## config.mk

```make
export PLATFORM = sky130hd
export DESIGN_NAME = pwm_timebase
export DESIGN_NICKNAME = d
export VERILOG_FILES = /design/src/rtl/ptb_pkg.sv /design/src/rtl/ptb_regs.sv /design/src/rtl/ptb_prescaler.sv /design/src/rtl/ptb_counter.sv /design/src/rtl/pwm_timebase.sv
export SDC_FILE = /design/constraint.sdc
export NUM_CORES = 1
export LEC_CHECK = 0
export BUFFER_PORTS_ARGS = -buffer_cell sky130_fd_sc_hd__buf_2
export CAP_MARGIN = 20
export CORE_MARGIN = 2
export CORE_UTILIZATION = 50
export DETAILED_ROUTE_END_ITERATION = 10
export PLACE_DENSITY = 0.68
export SYNTH_ARGS = -nofsm -noshare
export SYNTH_HDL_FRONTEND = slang
export SYNTH_SLANG_ARGS = --single-unit
```

## constraint.sdc

```tcl
create_clock -name clk_i -period 5.3 [get_ports clk_i]
set_clock_uncertainty 0.1 [all_clocks]
set_input_delay 1.06 -clock clk_i [delete_from_list [all_inputs] [get_ports clk_i]]
set_output_delay 1.06 -clock clk_i [all_outputs]
set_load 0.1 [all_outputs]
```

## src/rtl/ptb_pkg.sv

```systemverilog
package ptb_pkg;

  typedef enum logic [1:0] {
    CM_UP     = 2'd0,
    CM_DOWN   = 2'd1,
    CM_UPDN   = 2'd2,
    CM_UP_ALT = 2'd3
  } cnt_mode_e;

  typedef enum logic [1:0] {
    RA_CTRL   = 2'd0,
    RA_DIV    = 2'd1,
    RA_PERIOD = 2'd2,
    RA_PHASE  = 2'd3
  } reg_addr_e;

  localparam int CTRL_RUN     = 0;
  localparam int CTRL_MODE_LO = 1;
  localparam int CTRL_SHADOW  = 3;
  localparam int CTRL_SYNC_EN = 4;
  localparam int CTRL_W       = 5;

endpackage

```

## src/rtl/ptb_regs.sv

```systemverilog
module ptb_regs
  import ptb_pkg::*;
#(
  parameter int CNT_W = 16,
  parameter int DIV_W = 8
) (
  input  logic             clk_i,
  input  logic             rst_ni,
  input  logic             wr_en_i,
  input  logic [1:0]       wr_addr_i,
  input  logic [CNT_W-1:0] wr_data_i,
  input  logic             zero_evt_i,
  output logic             run_o,
  output cnt_mode_e        mode_o,
  output logic             sync_en_o,
  output logic [DIV_W-1:0] div_o,
  output logic [CNT_W-1:0] prd_o,
  output logic [CNT_W-1:0] phase_o
);

  localparam logic [DIV_W-1:0] DIV_RST = DIV_W'(1);

  logic [CTRL_W-1:0] ctrl_q, ctrl_d;
  logic [DIV_W-1:0]  div_q, div_d;
  logic [CNT_W-1:0]  prd_sh_q, prd_sh_d;
  logic [CNT_W-1:0]  prd_act_q, prd_act_d;
  logic [CNT_W-1:0]  phase_q, phase_d;
  logic              wr_ctrl, wr_div, wr_prd, wr_phase;
  logic              shadow_on;

  // address decode
  always_comb begin
    wr_ctrl  = wr_en_i && (reg_addr_e'(wr_addr_i) == RA_CTRL);
    wr_div   = wr_en_i && (reg_addr_e'(wr_addr_i) == RA_DIV);
    wr_prd   = wr_en_i && (reg_addr_e'(wr_addr_i) == RA_PERIOD);
    wr_phase = wr_en_i && (reg_addr_e'(wr_addr_i) == RA_PHASE);
  end

  assign shadow_on = ctrl_q[CTRL_SHADOW];

  // next state
  always_comb begin
    ctrl_d   = ctrl_q;
    div_d    = div_q;
    prd_sh_d = prd_sh_q;
    phase_d  = phase_q;
    if (wr_ctrl)  ctrl_d   = wr_data_i[CTRL_W-1:0];
    if (wr_div)   div_d    = wr_data_i[DIV_W-1:0];
    if (wr_prd)   prd_sh_d = wr_data_i;
    if (wr_phase) phase_d  = wr_data_i;
    if (shadow_on) begin
      prd_act_d = zero_evt_i ? prd_sh_q : prd_act_q;
    end else begin
      prd_act_d = wr_prd ? wr_data_i : prd_sh_q;
    end
  end

  // registers
  always_ff @(posedge clk_i or negedge rst_ni) begin
    if (!rst_ni) begin
      ctrl_q    <= '0;
      div_q     <= DIV_RST;
      prd_sh_q  <= '1;
      prd_act_q <= '1;
      phase_q   <= '0;
    end else begin
      ctrl_q    <= ctrl_d;
      div_q     <= div_d;
      prd_sh_q  <= prd_sh_d;
      prd_act_q <= prd_act_d;
      phase_q   <= phase_d;
    end
  end

  assign run_o     = ctrl_q[CTRL_RUN];
  assign mode_o    = cnt_mode_e'(ctrl_q[CTRL_MODE_LO +: 2]);
  assign sync_en_o = ctrl_q[CTRL_SYNC_EN];
  assign div_o     = div_q;
  assign prd_o     = prd_act_q;
  assign phase_o   = phase_q;

  // buffered period moves only on a zero event
  a_r9_shadow_hold : assert property (@(posedge clk_i) disable iff (!rst_ni)
    (shadow_on && !zero_evt_i) |=> $stable(prd_act_q));

  // direct period write is visible next cycle
  a_r10_direct_prd : assert property (@(posedge clk_i) disable iff (!rst_ni)
    (!shadow_on && wr_prd) |=> (prd_act_q == $past(wr_data_i)));

endmodule

```

## src/rtl/ptb_prescaler.sv

```systemverilog
module ptb_prescaler #(
  parameter int DIV_W = 8
) (
  input  logic             clk_i,
  input  logic             rst_ni,
  input  logic             run_i,
  input  logic             restart_i,
  input  logic [DIV_W-1:0] div_i,
  output logic             tick_o
);

  localparam logic [DIV_W-1:0] ONE = DIV_W'(1);

  logic [DIV_W-1:0] pre_q, pre_d;
  logic [DIV_W-1:0] eff_div;

  always_comb begin
    eff_div = (div_i == '0) ? ONE : div_i;
    tick_o  = run_i && !restart_i && (pre_q >= (eff_div - ONE));
    if (!run_i || restart_i || tick_o) pre_d = '0;
    else                               pre_d = pre_q + ONE;
  end

  always_ff @(posedge clk_i or negedge rst_ni) begin
    if (!rst_ni) pre_q <= '0;
    else         pre_q <= pre_d;
  end

  // two ticks back to back only with a divider of one
  a_r2_tick_spacing : assert property (@(posedge clk_i) disable iff (!rst_ni)
    tick_o |=> (!tick_o || eff_div == ONE));

  // a restart yields a quiet cycle unless the divider is one
  a_r11_restart_quiet : assert property (@(posedge clk_i) disable iff (!rst_ni)
    restart_i |=> (!tick_o || eff_div == ONE));

endmodule

```

## src/rtl/ptb_counter.sv

```systemverilog
module ptb_counter
  import ptb_pkg::*;
#(
  parameter int CNT_W = 16
) (
  input  logic             clk_i,
  input  logic             rst_ni,
  input  logic             tick_i,
  input  logic             load_i,
  input  logic [CNT_W-1:0] phase_i,
  input  logic [CNT_W-1:0] prd_i,
  input  cnt_mode_e        mode_i,
  output logic [CNT_W-1:0] cnt_o,
  output logic             cnt_up_o,
  output logic             zero_evt_o,
  output logic             prd_evt_o
);

  localparam logic [CNT_W-1:0] ONE = CNT_W'(1);

  logic [CNT_W-1:0] cnt_q, cnt_d;
  logic             up_q, up_d;
  logic             step;

  assign step = tick_i && !load_i;

  always_comb begin
    cnt_d = cnt_q;
    up_d  = up_q;
    if (load_i) begin
      cnt_d = phase_i;
      up_d  = 1'b1;
    end else if (tick_i) begin
      unique case (mode_i)
        CM_DOWN: begin
          cnt_d = (cnt_q == '0) ? prd_i : cnt_q - ONE;
        end
        CM_UPDN: begin
          if (up_q) begin
            if (cnt_q >= prd_i) begin
              up_d  = 1'b0;
              cnt_d = (prd_i == '0) ? '0 : cnt_q - ONE;
            end else begin
              cnt_d = cnt_q + ONE;
            end
          end else begin
            if (cnt_q == '0) begin
              up_d  = 1'b1;
              cnt_d = (prd_i == '0) ? '0 : cnt_q + ONE;
            end else begin
              cnt_d = cnt_q - ONE;
            end
          end
        end
        default: begin
          cnt_d = (cnt_q >= prd_i) ? '0 : cnt_q + ONE;
        end
      endcase
    end
  end

  always_ff @(posedge clk_i or negedge rst_ni) begin
    if (!rst_ni) begin
      cnt_q <= '0;
      up_q  <= 1'b1;
    end else begin
      cnt_q <= cnt_d;
      up_q  <= up_d;
    end
  end

  always_comb begin
    unique case (mode_i)
      CM_DOWN: cnt_up_o = 1'b0;
      CM_UPDN: cnt_up_o = up_q;
      default: cnt_up_o = 1'b1;
    endcase
    zero_evt_o = step && (cnt_q == '0);
    prd_evt_o  = step && (cnt_q == prd_i);
  end

  assign cnt_o = cnt_q;

  // no tick and no load keeps the count
  a_r3_hold : assert property (@(posedge clk_i) disable iff (!rst_ni)
    (!tick_i && !load_i) |=> $stable(cnt_q));

  // up count wraps to zero at the period
  a_r4_up_wrap : assert property (@(posedge clk_i) disable iff (!rst_ni)
    (step && (mode_i == CM_UP || mode_i == CM_UP_ALT) && cnt_q >= prd_i) |=> (cnt_q == '0));

  // down count reloads the period from zero
  a_r5_down_reload : assert property (@(posedge clk_i) disable iff (!rst_ni)
    (step && mode_i == CM_DOWN && cnt_q == '0) |=> (cnt_q == $past(prd_i)));

  // triangle turns downward at the peak
  a_r6_peak_turn : assert property (@(posedge clk_i) disable iff (!rst_ni)
    (step && mode_i == CM_UPDN && up_q && cnt_q >= prd_i && prd_i != '0) |=> !up_q);

  // phase load
  a_r11_phase_load : assert property (@(posedge clk_i) disable iff (!rst_ni)
    load_i |=> (cnt_q == $past(phase_i) && up_q));

endmodule

```

## src/rtl/pwm_timebase.sv

```systemverilog
module pwm_timebase
  import ptb_pkg::*;
#(
  parameter int CNT_W = 16,
  parameter int DIV_W = 8
) (
  input  logic             clk_i,
  input  logic             rst_ni,
  input  logic             wr_en_i,
  input  logic [1:0]       wr_addr_i,
  input  logic [CNT_W-1:0] wr_data_i,
  input  logic             sync_i,
  output logic [CNT_W-1:0] cnt_o,
  output logic             cnt_up_o,
  output logic             tick_o,
  output logic             zero_o,
  output logic             prd_o,
  output logic             sync_o
);

  logic             run, sync_en, load;
  cnt_mode_e        mode;
  logic [DIV_W-1:0] div;
  logic [CNT_W-1:0] prd_act, phase;
  logic             zero_evt, prd_evt;

  ptb_regs #(.CNT_W(CNT_W), .DIV_W(DIV_W)) u_regs (
    .clk_i      (clk_i),
    .rst_ni     (rst_ni),
    .wr_en_i    (wr_en_i),
    .wr_addr_i  (wr_addr_i),
    .wr_data_i  (wr_data_i),
    .zero_evt_i (zero_evt),
    .run_o      (run),
    .mode_o     (mode),
    .sync_en_o  (sync_en),
    .div_o      (div),
    .prd_o      (prd_act),
    .phase_o    (phase)
  );

  assign load = run && sync_en && sync_i;

  ptb_prescaler #(.DIV_W(DIV_W)) u_pre (
    .clk_i     (clk_i),
    .rst_ni    (rst_ni),
    .run_i     (run),
    .restart_i (load),
    .div_i     (div),
    .tick_o    (tick_o)
  );

  ptb_counter #(.CNT_W(CNT_W)) u_cnt (
    .clk_i      (clk_i),
    .rst_ni     (rst_ni),
    .tick_i     (tick_o),
    .load_i     (load),
    .phase_i    (phase),
    .prd_i      (prd_act),
    .mode_i     (mode),
    .cnt_o      (cnt_o),
    .cnt_up_o   (cnt_up_o),
    .zero_evt_o (zero_evt),
    .prd_evt_o  (prd_evt)
  );

  assign zero_o = zero_evt;
  assign prd_o  = prd_evt;
  assign sync_o = zero_evt;

  // strobes only in tick cycles
  a_r7_strobe_on_tick : assert property (@(posedge clk_i) disable iff (!rst_ni)
    (zero_o || prd_o) |-> tick_o);

  // a blocked sync input without a tick leaves the count alone
  a_r12_sync_blocked : assert property (@(posedge clk_i) disable iff (!rst_ni)
    (sync_i && !(run && sync_en) && !tick_o) |=> $stable(cnt_o));

  // stopped module produces no tick
  a_r3_no_tick_stopped : assert property (@(posedge clk_i) disable iff (!rst_ni)
    $fell(run) |-> !tick_o);

endmodule

```

### Yosys cells after proc, flatten, opt, wreduce, memory -nomap -nowiden

Index checks and enable logic that the tools add are counted.

| storage, ports and cells | value |
|---|---|
| bits in writable memories | 0 |
| memories | 0 |
| bits of input ports | 22 |
| bits in latches | 0 |
| memory bits (read-only) | 0 |
| register bits after elaboration | 86 |

| cells by class | value |
|---|---|
| magnitude comparators | 2 |
| bitwise logic cells | 0 |
| equal/unequal tests | 7 |
| shift-type cells | 0 |
| reductions and logical operators | 22 |
| add/subtract/negate cells | 4 |
| $mul | 0 |
| divide/modulo/power cells | 0 |
| mux-type cells | 22 |

Operators with widths:

| kind | count |
|---|---|
| 16-bit 2-to-1 mux | 12 |
| 16-bit logical NOT | 2 |
| 16-bit case mux with 2 select lines | 1 |
| 16-bit by 1-bit adder with 16-bit output (second input constant) | 1 |
| 16-bit equality test | 1 |
| 16-bit >= comparator | 1 |
| 8-bit 2-to-1 mux | 2 |
| 16-bit by 1-bit subtractor with 16-bit output (second input constant) | 1 |
| 1-bit logical AND | 11 |
| 8-bit by 1-bit adder with 8-bit output (second input constant) | 1 |
| 8-bit >= comparator | 1 |
| 8-bit logical NOT | 1 |
| 8-bit by 1-bit subtractor with 8-bit output (second input constant) | 1 |
| 2-bit equality test (second input constant) | 3 |
| 1-bit 2-to-1 mux | 6 |
| 2-bit by 1-bit equality test with 1-bit output (second input constant) | 2 |
| 2-bit nonzero test | 2 |
| 1-bit logical NOT | 2 |
| 2-bit logical NOT | 1 |
| 1-bit logical OR | 2 |
| 2-bit by 1-bit != test with 1-bit output (second input constant) | 1 |
| 1-bit case mux with 2 select lines | 1 |
| 2-bit AND reduction | 1 |

### Logic depth before layout (Yosys ltp)

| logic depth | value |
|---|---|
| depth in word-level cells | 9 |
| mapped depth | 17 |

### Cells and area by module

From an unflattened synthesis, not the netlist that was laid out.

| unflattened totals | value |
|---|---|
| cells, all modules | 673 |
| area, all modules | 6175.9 µm² |

By module, submodules not included:

| module | cells an instance | seq. area each (µm²) | area each (µm²) | instances |
|---|---|---|---|---|
| ptb_counter | 405 | 426.7 | 2881.5 | 1 |
| ptb_regs | 194 | 1567.8 | 2573.7 | 1 |
| ptb_prescaler | 72 | 200.2 | 706.9 | 1 |
| pwm_timebase | 2 | 0.0 | 13.8 | 1 |

### Worst setup path after synthesis

Ideal clock, no wire load.

| timing | value |
|---|---|
| kind | flip-flop to output port |
| start | reg u_regs.div_q[3] (netlist: u_regs.div_o[3]) |
| end | out prd_o |
| stages on the path, launching flop included | 14 |
| data required time | 4.140 ns |
| data arrival time | 5.182 ns |
| slack | -1.042 ns |
| path through | dfrtp_1 > nor4_1 > a31oi_1 > ha_1 > nand2b_1 > nor4_1 > xnor2_1 > ha_1 > o21ai_0 > nand2b_1 > and3_1 > nand2_1 > clkbuf_1 > nor4_1 |

| between the ends | value |
|---|---|
| cells in the longest elaborated chain, start to end | 7 |

Ends and longest elaborated chain:

| what | RTL line | source |
|---|---|---|
| start, declared | ptb_regs.sv:24 | `logic [DIV_W-1:0] div_q, div_d;` |
| start signal, assigned | ptb_regs.sv:68 | `div_q <= div_d;` |
| 8-bit logical NOT | ptb_prescaler.sv:18 | `eff_div = (div_i == '0) ? ONE : div_i;` |
| 8-bit 2-to-1 mux (*) | ptb_prescaler.sv:18 |  |
| 8-bit by 1-bit subtractor with 8-bit output (*) | ptb_prescaler.sv:19 | `tick_o = run_i && !restart_i && (pre_q >= (eff_div - ONE));` |
| 8-bit >= comparator (*) | ptb_prescaler.sv:19 |  |
| 1-bit logical AND (*) | ptb_prescaler.sv:19 |  |
| 1-bit logical AND (*) | ptb_counter.sv:25 | `assign step = tick_i && !load_i;` |
| 1-bit logical AND (*) | ptb_counter.sv:79 | `prd_evt_o = step && (cnt_q == prd_i);` |
| end, declared | pwm_timebase.sv:17 | `output logic prd_o,` |

Every way passes the cells marked *; elsewhere a longest branch is shown, timed or not.

### Worst setup path after layout

| timing | value |
|---|---|
| start | reg u_regs.div_q[3] (netlist: u_regs.div_o[3]) |
| end | out tick_o |

| between the ends | value |
|---|---|
| cells in the longest elaborated chain, start to end | 5 |

Ends and longest elaborated chain:

| what | RTL line | source |
|---|---|---|
| 8-bit logical NOT | ptb_prescaler.sv:18 |  |
| 8-bit 2-to-1 mux (*) | ptb_prescaler.sv:18 |  |
| 8-bit by 1-bit subtractor with 8-bit output (*) | ptb_prescaler.sv:19 |  |
| 8-bit >= comparator (*) | ptb_prescaler.sv:19 |  |
| 1-bit logical AND (*) | ptb_prescaler.sv:19 |  |
| end, declared | pwm_timebase.sv:15 | `output logic tick_o,` |

Marked as above.

==> Flow_metrics.wiki <==
{| class="wikitable"
! Metric !! Value
|-
| Share of cells above drive strength 1 || between 20% and 30%
|-
| Post-cts resize count || 0
|-
| Tightest slew margin relative to the limit || 33.1%
|-
| Transition time at the pin with the least slew margin || 1.00 ns
|-
| TritonCTS clock tree || done
|-
| Cell area reported after detailed placement || a little over 0.006 mm^2
|-
| Number of antenna violations at the first check in global routing || 0
|-
| Area share of xor/xnor cells in the synthesized design || 5.88%
|-
| CP Capture Type || primary output
|-
| Crit-path leading delay family || buffers and inverters
|-
| Number of CTS-inserted buffers || 9
|-
| Total nets after synthesis || 690
|-
| Global-route wire length before repair || 27500 um
|-
| Initial core utilization || 51.1%
|-
| DIE HEIGHT || 112 um
|-
| Most common cell after layout, fill and taps aside || nand2_1
|-
| GP Congestion || 0.948
|-
| Setup repair after global routing missed its margin || no
|-
| Peak ir drop on the vdd network || 0.377 mV
|-
| Proportion of synthesized chip area in sequential cells || 37.8%
|-
| Number of setup violations in the final report || 0
|-
| Met3 layer wire length in the routed design || 1260 um
|-
| Post-synth EDFFs || 0
|-
| Violation count after the first detailed-routing iteration || between 400 and 500
|-
| Detail-routed net length per standard cell || 20.6 um
|-
| Crit path required time || approximately 4.1 ns
|-
| Post-synth ARST share || 100%
|-
| Min-delay worst type || reg -> reg
|-
| Pre-CTS WS || roughly 0.94 ns
|-
| Logic gate share of total power || 50.0%
|-
| Highest fanout seen on the critical path || 19
|-
| Least setup slack across all paths after layout || 0.558 ns
|-
| Antenna viol nets, final || 0
|-
| Clk pwr share || 17.6%
|-
| Simple-gate share of the synthesized area || 19.4%
|-
| Arrival time at the worst endpoint || 3.58 ns
|-
| Via density || 6.43
|-
| Final cycle utilization of the critical path || 89.5%
|-
| CTS hold repair buffers || 0
|-
| Top_reg_cell synth || dfrtp_1
|-
| Setup_tns || 0 ns
|-
| Clock Pin Slew Worst Setup and Hold Paths || roughly 0.060 ns
|-
| Max-slew violation count || 0
|-
| Pin count of the biggest net entering global routing || 45
|-
| Worst Hold Margin || 0.386 ns
|-
| Number of vias in the routed layout || 5210
|-
| Standard cell core area || 0.0114 mm^2
|-
| Overall fraction of global-route tracks in use || 27.9%
|-
| Category of the critical setup timing path || reg -> out
|-
| Area taken by multi-input logic gates || 0.00335 mm^2
|-
| Internal Pwr Total || about 1.8 mW
|-
| Insertion delay of the later-clocked pin in the worst-skew pair || 0.35 ns
|-
| IO Port Bufs || 42
|-
| Total instance count after detailed placement || 794
|-
| Sequential Power Share || 32.4%
|-
| Post-synthesis instance total || 637
|-
| Power per standard cell area || 572 mW/mm^2
|-
| Routed met2 length || 7540 um
|-
| Antenna diode count || 0
|-
| Bufs on Longest Clock Path || 2
|-
| Number of DRC violations after detailed routing || 0
|-
| GR Overflow Total || 0
|-
| Number of global-route vias before repair || 5266
|-
| FMAX || around 210 MHz
|-
| Post-CTS setup buffer count || 0
|-
| Highest routing layer actually used || met4
|-
| Max Cap Viol || 0
|-
| Slowest stage cell, crit path || buf_2
|-
| H-Tree Depth || 3
|-
| Area of the mapped netlist || 0.00581 mm^2
|-
| I/O pin total || 43
|-
| Seq. cell area || 0.00219 mm^2
|-
| Minimum clock period after layout || 4.74 ns
|-
| Total non-filler cell area in the finished layout || 0.00645 mm^2
|-
| Total of flip-flops plus latches after synthesis || between 80 and 90
|-
| Largest incremental delay on the critical path || 0.47 ns
|-
| Horizontal die dimension || about 110 um
|-
| Die Footprint || about 0.012 mm^2
|-
| Switching Fraction || between 40% and 50%
|-
| CTS root buf || clkbuf_16
|-
| Filler cell count in the final layout || roughly 1000
|-
| P_leak || 2.77 nW
|-
| Critical Path Source Type || flip-flop
|-
| YS warnings || 0
|-
| Count of clock tree sinks || 86
|-
| Sw power || 1.84 mW
|-
| Growth of design area from synthesis to finish || 11.1%
|-
| Avg Cell Area, Syn || 9.12 um^2
|-
| Post-layout nets || 715
|-
| Main combinational cell family by area after synthesis || simple AND/OR/NAND/NOR gates
|-
| Commonest cells after routing, fill and taps aside || nand2_1 (73), dfrtp_1 (52), nor2_1 (50), mux2_2 (44), buf_2 (39)
|-
| Final HPWL DP || approximately 12000 um
|-
| Synth Area in Compound Gates || 16.8%
|-
| Hold Fails Final Rpt || 0
|-
| Synth unique cells || 59
|-
| Routed metal-1 wirelength || 7430 um
|-
| Drt pass-1 iters || 6
|-
| Cell row count || 39
|-
| Critical path, cell by cell || nor4_1 -> a31oi_1 -> ha_1 -> nand2b_1 -> nor4_1 -> xnor2_1 -> ha_1 -> o21ai_0 -> nand2b_1 -> and3_1 -> nand2_1 -> inv_1 -> buf_4 -> buf_2
|-
| Final wirelength || about 17000 um
|-
| Multiplexer area fraction after synthesis || 8.87%
|-
| Worst path bufs/invs || 3
|-
| Post-synthesis share of cell area spent on full adders, half adders and majority gates || under 10%
|-
| Result of the run || finished clean
|-
| Cell Count, Final, Fillers Out || 810
|}
==> power by group through the flow <==
| stage | Sequential (mW) | Combinational, mW | Clock, mW |
|---|---|---|---|
| final | 1.20 | 1.85 | 0.649 |
| after global placement | 1.19 | 1.77 | 0 |
| after floorplan | 1.45 | 1.09 | 0 |
| after global routing | 1.22 | 2.00 | 0.687 |
| after detailed placement | 1.20 | 1.81 | 0 |
| after CTS | 1.19 | 1.82 | 0.658 |
==> Yosys cell counts, drive strengths merged (2+ instances only) <==
master,n,area share [%]
and4,4,0.60
and3,13,1.4
o221ai,7,1.1
nor2,51,3.4
mux2,44,8.5
o31ai,5,0.73
a21o,8,1.0
nor3b,3,0.39
xor2,19,2.9
a21oi,20,1.7
mux2i,2,0.34
o211ai,12,1.6
nor3,11,0.95
a31oi,21,2.3
ha,31,6.7
o2111ai,7,1.1
a311oi,2,0.30
clkbuf,27,1.7
nand2b,6,0.65
nor4,12,1.7
inv,29,1.9
dfstp,34,15
xnor2,20,3.0
buf,10,0.93
or4,6,1.0
or3,5,0.54
o21a,2,0.26
o31a,2,0.30
nand3b,5,0.65
dfrtp,52,22
nand3,22,1.9
a22oi,6,0.78
nand4,8,0.86
a221o,2,0.34
or2,2,0.22
a41oi,2,0.30
a211oi,2,0.26
nand2,74,4.8
o21ai,33,2.8
a31o,5,0.75
==> sequential cells by signal (all words and copies together), names as in the netlist <==
name and flops:
u_cnt.cnt_o 16, u_cnt.up_q 1, u_pre.pre_q 8, u_regs.ctrl_q 5, u_regs.div_o 8, u_regs.phase_o 16, u_regs.prd_o 16, u_regs.prd_sh_q 16
==> worst register-to-register path: stages (launching register included) <==
cell and delay, ns:
dfrtp_1 0.43, nor4_1 0.38, a31oi_1 0.23, ha_1 0.26
nand2b_1 0.10, nor2_1 0.06, xnor2_1 0.12, ha_1 0.18
a2111o_1 0.40, a31oi_1 0.13, o21ai_0 0.12, nand2_1 0.11
inv_1 0.12, buf_4 0.24, and3_1 0.31, a31oi_1 0.24
o211ai_1 0.12
==> kinds of logic after synthesis <==
| family | Yosys count |
|---|---|
| AOI/OAI and AO/OA | 144 |
| xor gates and xnor gates | 39 |
| adders and majority gates | 31 |
| buffers and inverters | 67 |
| DFF | 86 |
| muxes | 46 |
| and+or+nand+nor | 224 |
==> worst paths after layout <==
| check | cells past startpoint | slack [ns] | end | from |
|---|---|---|---|---|
| setup / recovery | 14 | 0.56 | tick_o | u_regs.div_o[3]$_DFFE_PN0P_ |
| hold / removal | 2 | 0.39 | u_regs.prd_o[6]$_DFFE_PN1P_ | u_regs.prd_sh_q[6]$_DFF_PN1_ |
| setup reg to reg | 16 | 1.52 | u_cnt.cnt_o[0]$_DFFE_PN0P_ | u_regs.div_o[3]$_DFFE_PN0P_ |
| hold reg to reg | 2 | 0.39 | u_regs.prd_o[6]$_DFFE_PN1P_ | u_regs.prd_sh_q[6]$_DFF_PN1_ |
| max in group asynchronous | 2 | 3.50 | u_regs.prd_sh_q[12]$_DFF_PN1_ | rst_ni |
| min in group asynchronous | 1 | 0.61 | u_cnt.cnt_o[4]$_DFFE_PN0P_ | rst_ni |
==> per-stage QoR <==
stage	total power, mW	utilization [%]
after floorplan	2.54	-
after global placement	2.96	54.1
after detailed placement	3.02	54.1
after CTS	3.67	56.8
after global routing	3.92	56.8
final	3.69	56.8
==> metal layers <==
metal / up-vias / track usage [%]
met5: - / 0
met4: 0 / 12.7
met3: 45 / 5.12
met2: 236 / 42.0
met1: 2553 / 39.1
li1: 2376 / -
==> layout make-up <==
type                            instances  share of cell area, %
Clock inverter                          3                  0.349
Tap cell                              143                   2.77
Sequential cell                        86                   34.0
Timing Repair Buffer                   51                   4.81
Inverter                               30                   1.74
Multi-Input combinational cell        484                   52.0
Clock buffer                           13                   4.36
Note: power is estimated with default switching activity, not from simulation.
